$ cat config.mk
export PLATFORM = sky130hd
export DESIGN_NAME = edge_wake_detector
export DESIGN_NICKNAME = d
export VERILOG_FILES = /design/src/rtl/ewd_pkg.sv /design/src/rtl/ewd_edge_sense.sv /design/src/rtl/ewd_cfg_regs.sv /design/src/rtl/ewd_sticky.sv /design/src/rtl/edge_wake_detector.sv
export SDC_FILE = /design/constraint.sdc
export NUM_CORES = 1
export LEC_CHECK = 0
export ABC_AREA = 1
export BUFFER_PORTS_ARGS = -buffer_cell sky130_fd_sc_hd__buf_2
export CORE_ASPECT_RATIO = 1.2
export CORE_MARGIN = 2
export CORE_UTILIZATION = 58
export DETAILED_ROUTE_END_ITERATION = 8
export PLACE_DENSITY = 0.86
export SYNTH_ARGS = -nofsm -noshare
export SYNTH_HDL_FRONTEND = slang
export SYNTH_SLANG_ARGS = --single-unit
export TNS_END_PERCENT = 1
$ cat constraint.sdc
create_clock -name clk -period 1.67 [get_ports clk]
set_input_delay 0.167 -clock clk [delete_from_list [all_inputs] [get_ports clk]]
set_output_delay 0.167 -clock clk [all_outputs]
set_load 0.03 [all_outputs]
$ cat src/rtl/ewd_pkg.sv
package ewd_pkg;
  localparam int ADDR_W = 3;

  typedef enum logic [ADDR_W-1:0] {
    SEL_RISE_IRQ  = 3'd0,
    SEL_FALL_IRQ  = 3'd1,
    SEL_RISE_WAKE = 3'd2,
    SEL_FALL_WAKE = 3'd3,
    SEL_STATUS    = 3'd4,
    SEL_CLEAR     = 3'd5,
    SEL_WAKE_PEND = 3'd6,
    SEL_SPARE     = 3'd7
  } reg_sel_e;

  localparam int NUM_MASKS = 4;
endpackage

$ cat src/rtl/ewd_edge_sense.sv
module ewd_edge_sense #(
  parameter int N = 32
) (
  input  logic         clk,
  input  logic         rst,
  input  logic [N-1:0] lvl,
  output logic [N-1:0] rise,
  output logic [N-1:0] fall
);
  logic [N-1:0] prev_q;

  // prev_q tracks the pin level even during reset, so no false edge appears at release
  always_ff @(posedge clk) begin
    prev_q <= lvl;
  end

  always_comb begin
    if (rst) begin
      rise = '0;
      fall = '0;
    end else begin
      rise = lvl & ~prev_q;
      fall = ~lvl & prev_q;
    end
  end
endmodule

$ cat src/rtl/ewd_cfg_regs.sv
module ewd_cfg_regs
  import ewd_pkg::*;
#(
  parameter int N = 32
) (
  input  logic                       clk,
  input  logic                       rst,
  input  logic                       wr_en,
  input  logic [ADDR_W-1:0]          wr_addr,
  input  logic [N-1:0]               wr_data,
  output logic [NUM_MASKS-1:0][N-1:0] masks
);
  for (genvar g = 0; g < NUM_MASKS; g++) begin : g_mask
    logic [N-1:0] m_q;
    always_ff @(posedge clk) begin
      if (rst) begin
        m_q <= '0;
      end else if (wr_en && (wr_addr == ADDR_W'(g))) begin
        m_q <= wr_data;
      end
    end
    assign masks[g] = m_q;
  end
endmodule

$ cat src/rtl/ewd_sticky.sv
module ewd_sticky #(
  parameter int N = 32
) (
  input  logic         clk,
  input  logic         rst,
  input  logic [N-1:0] set_vec,
  input  logic [N-1:0] clr_vec,
  output logic [N-1:0] pend_q,
  output logic         any_q
);
  logic [N-1:0] pend_nxt;

  // a set arriving with a clear of the same bit wins
  always_comb begin
    pend_nxt = (pend_q & ~clr_vec) | set_vec;
  end

  always_ff @(posedge clk) begin
    if (rst) begin
      pend_q <= '0;
      any_q  <= 1'b0;
    end else begin
      pend_q <= pend_nxt;
      any_q  <= |pend_nxt;
    end
  end
endmodule

$ cat src/rtl/edge_wake_detector.sv
module edge_wake_detector
  import ewd_pkg::*;
#(
  parameter int N = 32
) (
  input  logic              clk,
  input  logic              rst,
  input  logic [N-1:0]      pin_lvl,
  input  logic [N-1:0]      sleep_ctl,
  input  logic              wr_en,
  input  logic [ADDR_W-1:0] wr_addr,
  input  logic [N-1:0]      wr_data,
  input  logic [ADDR_W-1:0] rd_addr,
  output logic [N-1:0]      rd_data,
  output logic              irq_o,
  output logic              wake_o
);
  logic [N-1:0]                rise_v;
  logic [N-1:0]                fall_v;
  logic [NUM_MASKS-1:0][N-1:0] masks;
  logic [N-1:0]                irq_set;
  logic [N-1:0]                wake_set;
  logic [N-1:0]                ack_vec;
  logic [N-1:0]                status_q;
  logic [N-1:0]                wpend_q;
  logic [N-1:0]                rd_q;

  ewd_edge_sense #(.N(N)) u_edge (
    .clk  (clk),
    .rst  (rst),
    .lvl  (pin_lvl),
    .rise (rise_v),
    .fall (fall_v)
  );

  ewd_cfg_regs #(.N(N)) u_cfg (
    .clk     (clk),
    .rst     (rst),
    .wr_en   (wr_en),
    .wr_addr (wr_addr),
    .wr_data (wr_data),
    .masks   (masks)
  );

  always_comb begin
    irq_set  = (rise_v & masks[SEL_RISE_IRQ]) | (fall_v & masks[SEL_FALL_IRQ]);
    wake_set = ((rise_v & masks[SEL_RISE_WAKE]) | (fall_v & masks[SEL_FALL_WAKE]))
               & ~sleep_ctl;
    ack_vec  = (wr_en && (wr_addr == SEL_CLEAR)) ? wr_data : '0;
  end

  ewd_sticky #(.N(N)) u_irq_pend (
    .clk     (clk),
    .rst     (rst),
    .set_vec (irq_set),
    .clr_vec (ack_vec),
    .pend_q  (status_q),
    .any_q   (irq_o)
  );

  ewd_sticky #(.N(N)) u_wake_pend (
    .clk     (clk),
    .rst     (rst),
    .set_vec (wake_set),
    .clr_vec (ack_vec),
    .pend_q  (wpend_q),
    .any_q   (wake_o)
  );

  always_ff @(posedge clk) begin
    if (rst) begin
      rd_q <= '0;
    end else begin
      unique case (reg_sel_e'(rd_addr))
        SEL_RISE_IRQ:  rd_q <= masks[SEL_RISE_IRQ];
        SEL_FALL_IRQ:  rd_q <= masks[SEL_FALL_IRQ];
        SEL_RISE_WAKE: rd_q <= masks[SEL_RISE_WAKE];
        SEL_FALL_WAKE: rd_q <= masks[SEL_FALL_WAKE];
        SEL_STATUS:    rd_q <= status_q;
        SEL_WAKE_PEND: rd_q <= wpend_q;
        default:       rd_q <= '0;
      endcase
    end
  end

  assign rd_data = rd_q;
endmodule

======== Word level (Yosys, flattened, before mapping) ========
Index checks and enable logic that the tools add are counted.
Widths: inputs -> output; s select.
word-level totals
  bits in writable memories ............... 0
  word-level logic and storage cells ...... 49
  memories kept ........................... 0
  output and inout bits ................... 34
  bits in latches ......................... 0
  ROM bits ................................ 0
  input port bits ......................... 105
  register bits ........................... 258
operators by class
  multiplexer cells ....................... 4
  add/sub/neg operators ................... 0
  div/mod/pow operators ................... 0
  shift operators ......................... 0
  reductions and logical operators ........ 9
  equality and inequality tests ........... 9
  $mul .................................... 0
  bitwise operators ....................... 17
  magnitude comparators ................... 0
operator list
  operator            number
  $and 32x32->32      9
  $pmux 32 s6         1
  $not 32->32         4
  $or 32x32->32       4
  $mux 32             3
  $reduce_or 32->1    2
  $eq 3x2->1 const B  4
  $eq 3x3->1 const B  3
  $eq 3x1->1 const B  2
  $logic_not 3->1     2
  $logic_and 1x1->1   5

======== Logic depth before layout (Yosys ltp) ========
  depth after elaboration ................. 8
  gate-level depth with buffers ........... 14
  mapped depth without buffers ............ 13

======== Hierarchy ========
Synthesis repeated with hierarchy kept, for this count alone.
second synthesis, totals
  cell total of the unflattened synthesis .. 2104
  area total of the unflattened synthesis .. 13215.2 µm²
by module, submodules not included
  module              area each (µm²)  times used  seq. area each (µm²)  cells an instance
  ewd_cfg_regs        5133.7           1           2562.5                744
  edge_wake_detector  3721.1           1           640.6                 671
  ewd_sticky          1460.2           2           660.6                 229
  ewd_edge_sense      1440.1           1           640.6                 231

======== Worst setup path after synthesis ========
No wires, ideal clock.
  kind .................................... input to register
  start ................................... input rst
  end ..................................... register u_wake_pend.any_q
  stages on the path ...................... 14
  required time ........................... 1.542 ns
  slack ................................... 0.273 ns
  setup time .............................. 0.128 ns
  arrival ................................. 1.270 ns
  path through ............................ buf_2 > inv_2 > buf_4 > buf_2 > nand4_1 > nand2_1 > nand2_1 > nand2_1 > nor2_1 > nand2_1 > nor2_1 > nand2_1 > nor2_1 > nor2_1
on the way
  word-level cells in the longest chain between the ends .. 6
  elaborated cells on any way between the ends .. 8
  those cells by class .................... mux: 2; bitwise: 5; reduce/logical: 1
ends and longest elaborated chain
  what                  line                      text
  start, declared       edge_wake_detector.sv:7   input logic rst,
  $mux 32               ewd_edge_sense.sv:18      if (rst) begin
  $and 32x32->32        edge_wake_detector.sv:47  wake_set = ((rise_v & masks[SEL_RISE_WAKE]) | (fall_v & masks[SEL_FALL_WAKE]))
  $or 32x32->32         edge_wake_detector.sv:47
  $and 32x32->32        edge_wake_detector.sv:48  & ~sleep_ctl;
  $or 32x32->32         ewd_sticky.sv:15          pend_nxt = (pend_q & ~clr_vec) | set_vec;
  $reduce_or 32->1      ewd_sticky.sv:24          any_q <= |pend_nxt;
  end signal, assigned  ewd_sticky.sv:24
  end, declared         ewd_sticky.sv:9           output logic any_q
Several ways; a longest one is shown, not always the timed one.
A chain may end at the register's enable or synchronous reset.

======== Worst setup path after layout ========
  start ................................... register u_edge.prev_q[4]
  end ..................................... register u_irq_pend.any_q
on the way
  word-level cells in the longest chain between the ends .. 7
  elaborated cells on any way between the ends .. 10
  those cells by class .................... mux: 2; bitwise: 7; reduce/logical: 1
ends and longest elaborated chain
  what                    line                      text
  start, declared         ewd_edge_sense.sv:10      logic [N-1:0] prev_q;
  start signal, assigned  ewd_edge_sense.sv:14      prev_q <= lvl;
  $not 32->32             ewd_edge_sense.sv:22      rise = lvl & ~prev_q;
  $and 32x32->32          ewd_edge_sense.sv:22
  $mux 32                 ewd_edge_sense.sv:18
  $and 32x32->32          edge_wake_detector.sv:46  irq_set = (rise_v & masks[SEL_RISE_IRQ]) | (fall_v & masks[SEL_FALL_IRQ]);
  $or 32x32->32 *         edge_wake_detector.sv:46
  $or 32x32->32 *         ewd_sticky.sv:15
  $reduce_or 32->1 *      ewd_sticky.sv:24
  end signal, assigned    ewd_sticky.sv:24
  end, declared           ewd_sticky.sv:9
Every way passes the cells marked *; elsewhere a longest branch is shown, timed or not.

==> flow_summary.toml <==
[synthesis]
synth-edff-count = 0
yosysTopAreaCellShare = 0.452
synth_nets = 1736
yosys.area.top_type = "dfxtp_1"
yosysWarnings = 0
synth_area_per_cell_um2 = 7.00
yosys-top-cells-area = "dfxtp_1, inv_1, a21oi_1, o21ai_0, nand2_1"
synthCells = 1631
yosysUniqueCellTypes = 23
ys.flop_type = "dfxtp_1"
async_flop_share = 0
yosysMostFrequentCell = "inv_1"
yosys-top-cells-count = "inv_1, dfxtp_1, nand2_1, a21oi_1, o21ai_0"
synth_seq_cells = 258
yosysSeqAreaShare = 0.452
synth_area_um2 = 11400

[place]
port_buffers = 138
hpwl_um = 22300
place_inst = 1985
globalplace.congestion = 0.898

[grt]
track_usage = 0.333
overflow = 0
grt_use_met3 = 0.0516
gr-max-usage-layer = "met2"
grt_pass1_wl_um = 56800
grt_use_met1 = 0.388
grt_max_degree = 65
met2_usage = 0.588
antenna_found_initial = 0
grt_pass1_vias = 11900

[sta]
finalCritPeriodShare = 0.921
fmax_mhz = 650
worst-slew-pin-transition_ns = 0.610
period_minus_slack_ns = 1.54
holdWs_ns = 0.00268
setup_viol = 0
drv_slew = 0
rsz0062_at_grt = "true"
finalClockSkew_ns = 0.00661
max_slew_margin = 0.593
hold_viol_final = 0

[route]
via_per_inst = 5.77
routed_wl_um = 35700
drc = 0
drtPass1Iterations = 6
via_count = 12300
postRouteAntennaNets = 0
routedWlPerCell_um = 16.8
drtIter0Drc = 1291

[cells_and_area]
utilization = 0.740
fin_nets = 1952
drive_gt1_frac = 0.124
diodes = 0
area_growth_pct = 25.8
fin_cells = 2126

[power]
ir_drop_uv = 733
power_uw = 13600
p_leak_uw = 0.00630
power_density_nw_per_um2 = 948

[floorplan]
start_util = 0.588
rows = 56
core_area_um2 = 19400
die_h_um = 158
io_pins = 139
fp.dieW_um = 132
dieArea_um2 = 20800

[critical_path]
startpoint_type = "flop"
cp_max_fo = 3
crit_required_ns = 2.06
end_kind = "flop"
arrival_ns = 1.93
crit_type = "flop to flop"

[clock_tree]
post_cts_buffers = 0
cts_sinks = 258
numCtsBuffers = 26
h-tree-depth = 1
cts_buffer_depth = 3
cts_tree = "yes"
cts.clk_slew.worst_paths_ns = 0.06
root_buffer = "clkbuf_16"
clock_latency_ns = 0.53

[worst_hold_path]
hold_class = "input port to flop"

[outcome]
status = "completed"

[job]
maxCapViolations = 0
[critical path: stages (launching register included)]
cell	delay, ns
dfxtp_1	0.36
nor2_1	0.05
nand2_1	0.08
o21ai_0	0.11
inv_1	0.08
o21ai_0	0.13
nor2_1	0.15
nand2_1	0.09
nor2_1	0.14
nand2_1	0.07
nor2_1	0.09
nor2_1	0.05
[state kept, by name (all words and copies together), names as in the netlist]
name,count
rd_data,32
u_cfg.g_mask.m_q,128
u_wake_pend.any_q,1
u_edge.prev_q,32
u_wake_pend.pend_q,32
u_irq_pend.any_q,1
u_irq_pend.pend_q,32
[metal layers]
layer | wire (um) | up-vias | part of all wire
met2 | 17100 | 736 | 0.48
li1 | - | 5807 | -
met4 | 1860 | 0 | 0.052
met3 | 3210 | 189 | 0.090
met1 | 13500 | 5544 | 0.38
met5 | 0 | - | 0
[kinds of logic after synthesis]
group,share of synthesized area
simple gates,0.203
compound gates,0.209
buf+inv,0.135
flops,0.452
[cell usage in the layout, fill, tap and decap left out, types with 4 or more instances in the layout]
master and count:
a21oi_1 200, a31oi_1 4, buf_12 15, buf_2 137
buf_4 28, clkbuf_1 7, clkbuf_16 27, clkbuf_8 5
clkinv_2 6, dfxtp_1 258, dlygate4sd3_1 95, inv_1 306
nand2_1 229, nand3_1 66, nand4_1 96, nor2_1 83
nor2_2 5, nor3_1 28, o21ai_0 178, o21ai_1 26
o22ai_1 55
[layout make-up]
class	count	area (um2)
clock inverters	7	62.6
clock buffers	39	771
repair buffers	275	2150
well taps	261	327
inverters	310	1170
flip-flops and latches	258	5160
fillers	1390	5040
multi-input cells	976	4730
[path summary, 6_finish.rpt]
| check | cells past startpoint | startpoint | end | slack (ns) |
|---|---|---|---|---|
| max | 11 | u_edge.prev_q[4]$_DFF_P_ | u_irq_pend.any_q$_SDFF_PP0_ | 0.13 |
| min | 4 | sleep_ctl[25] | u_wake_pend.pend_q[25]$_SDFF_PP0_ | 0.003 |
| max reg2reg | 11 | u_edge.prev_q[4]$_DFF_P_ | u_irq_pend.any_q$_SDFF_PP0_ | 0.13 |
| min reg2reg | 2 | u_cfg.g_mask[1].m_q[9]$_SDFFE_PP0P_ | u_cfg.g_mask[1].m_q[9]$_SDFFE_PP0P_ | 0.47 |
[repair_timing]
item / in CTS / in global routing
gates resized for setup: 0 / 2
hold buffers: 95 / 0
setup endpoints to repair: 0 / 2
endpoints found under the hold margin: 148 / 0
[where the power goes]
part	total, uW	switching [uW]	internal (uW)	leakage, uW
Clock	5750	2420	3330	0.000411
Combinational	1410	865	540	0.00379
Sequential	6460	116	6350	0.00210
Total	13600	3400	10200	0.00630
[metrics by stage]
stage / instance area [um2] / setup slack (ns) / TNS, ns
finish: 14400 / 0.132 / 0
floorplan: 11400 / 0.273 / 0
detailed placement: 12600 / -0.0830 / -0.134
global route: 14400 / -0.00200 / -0.00200
global placement: 12600 / -0.0853 / -0.0947
CTS: 14400 / 0.182 / 0
Note: power is estimated with default switching activity, not from simulation.
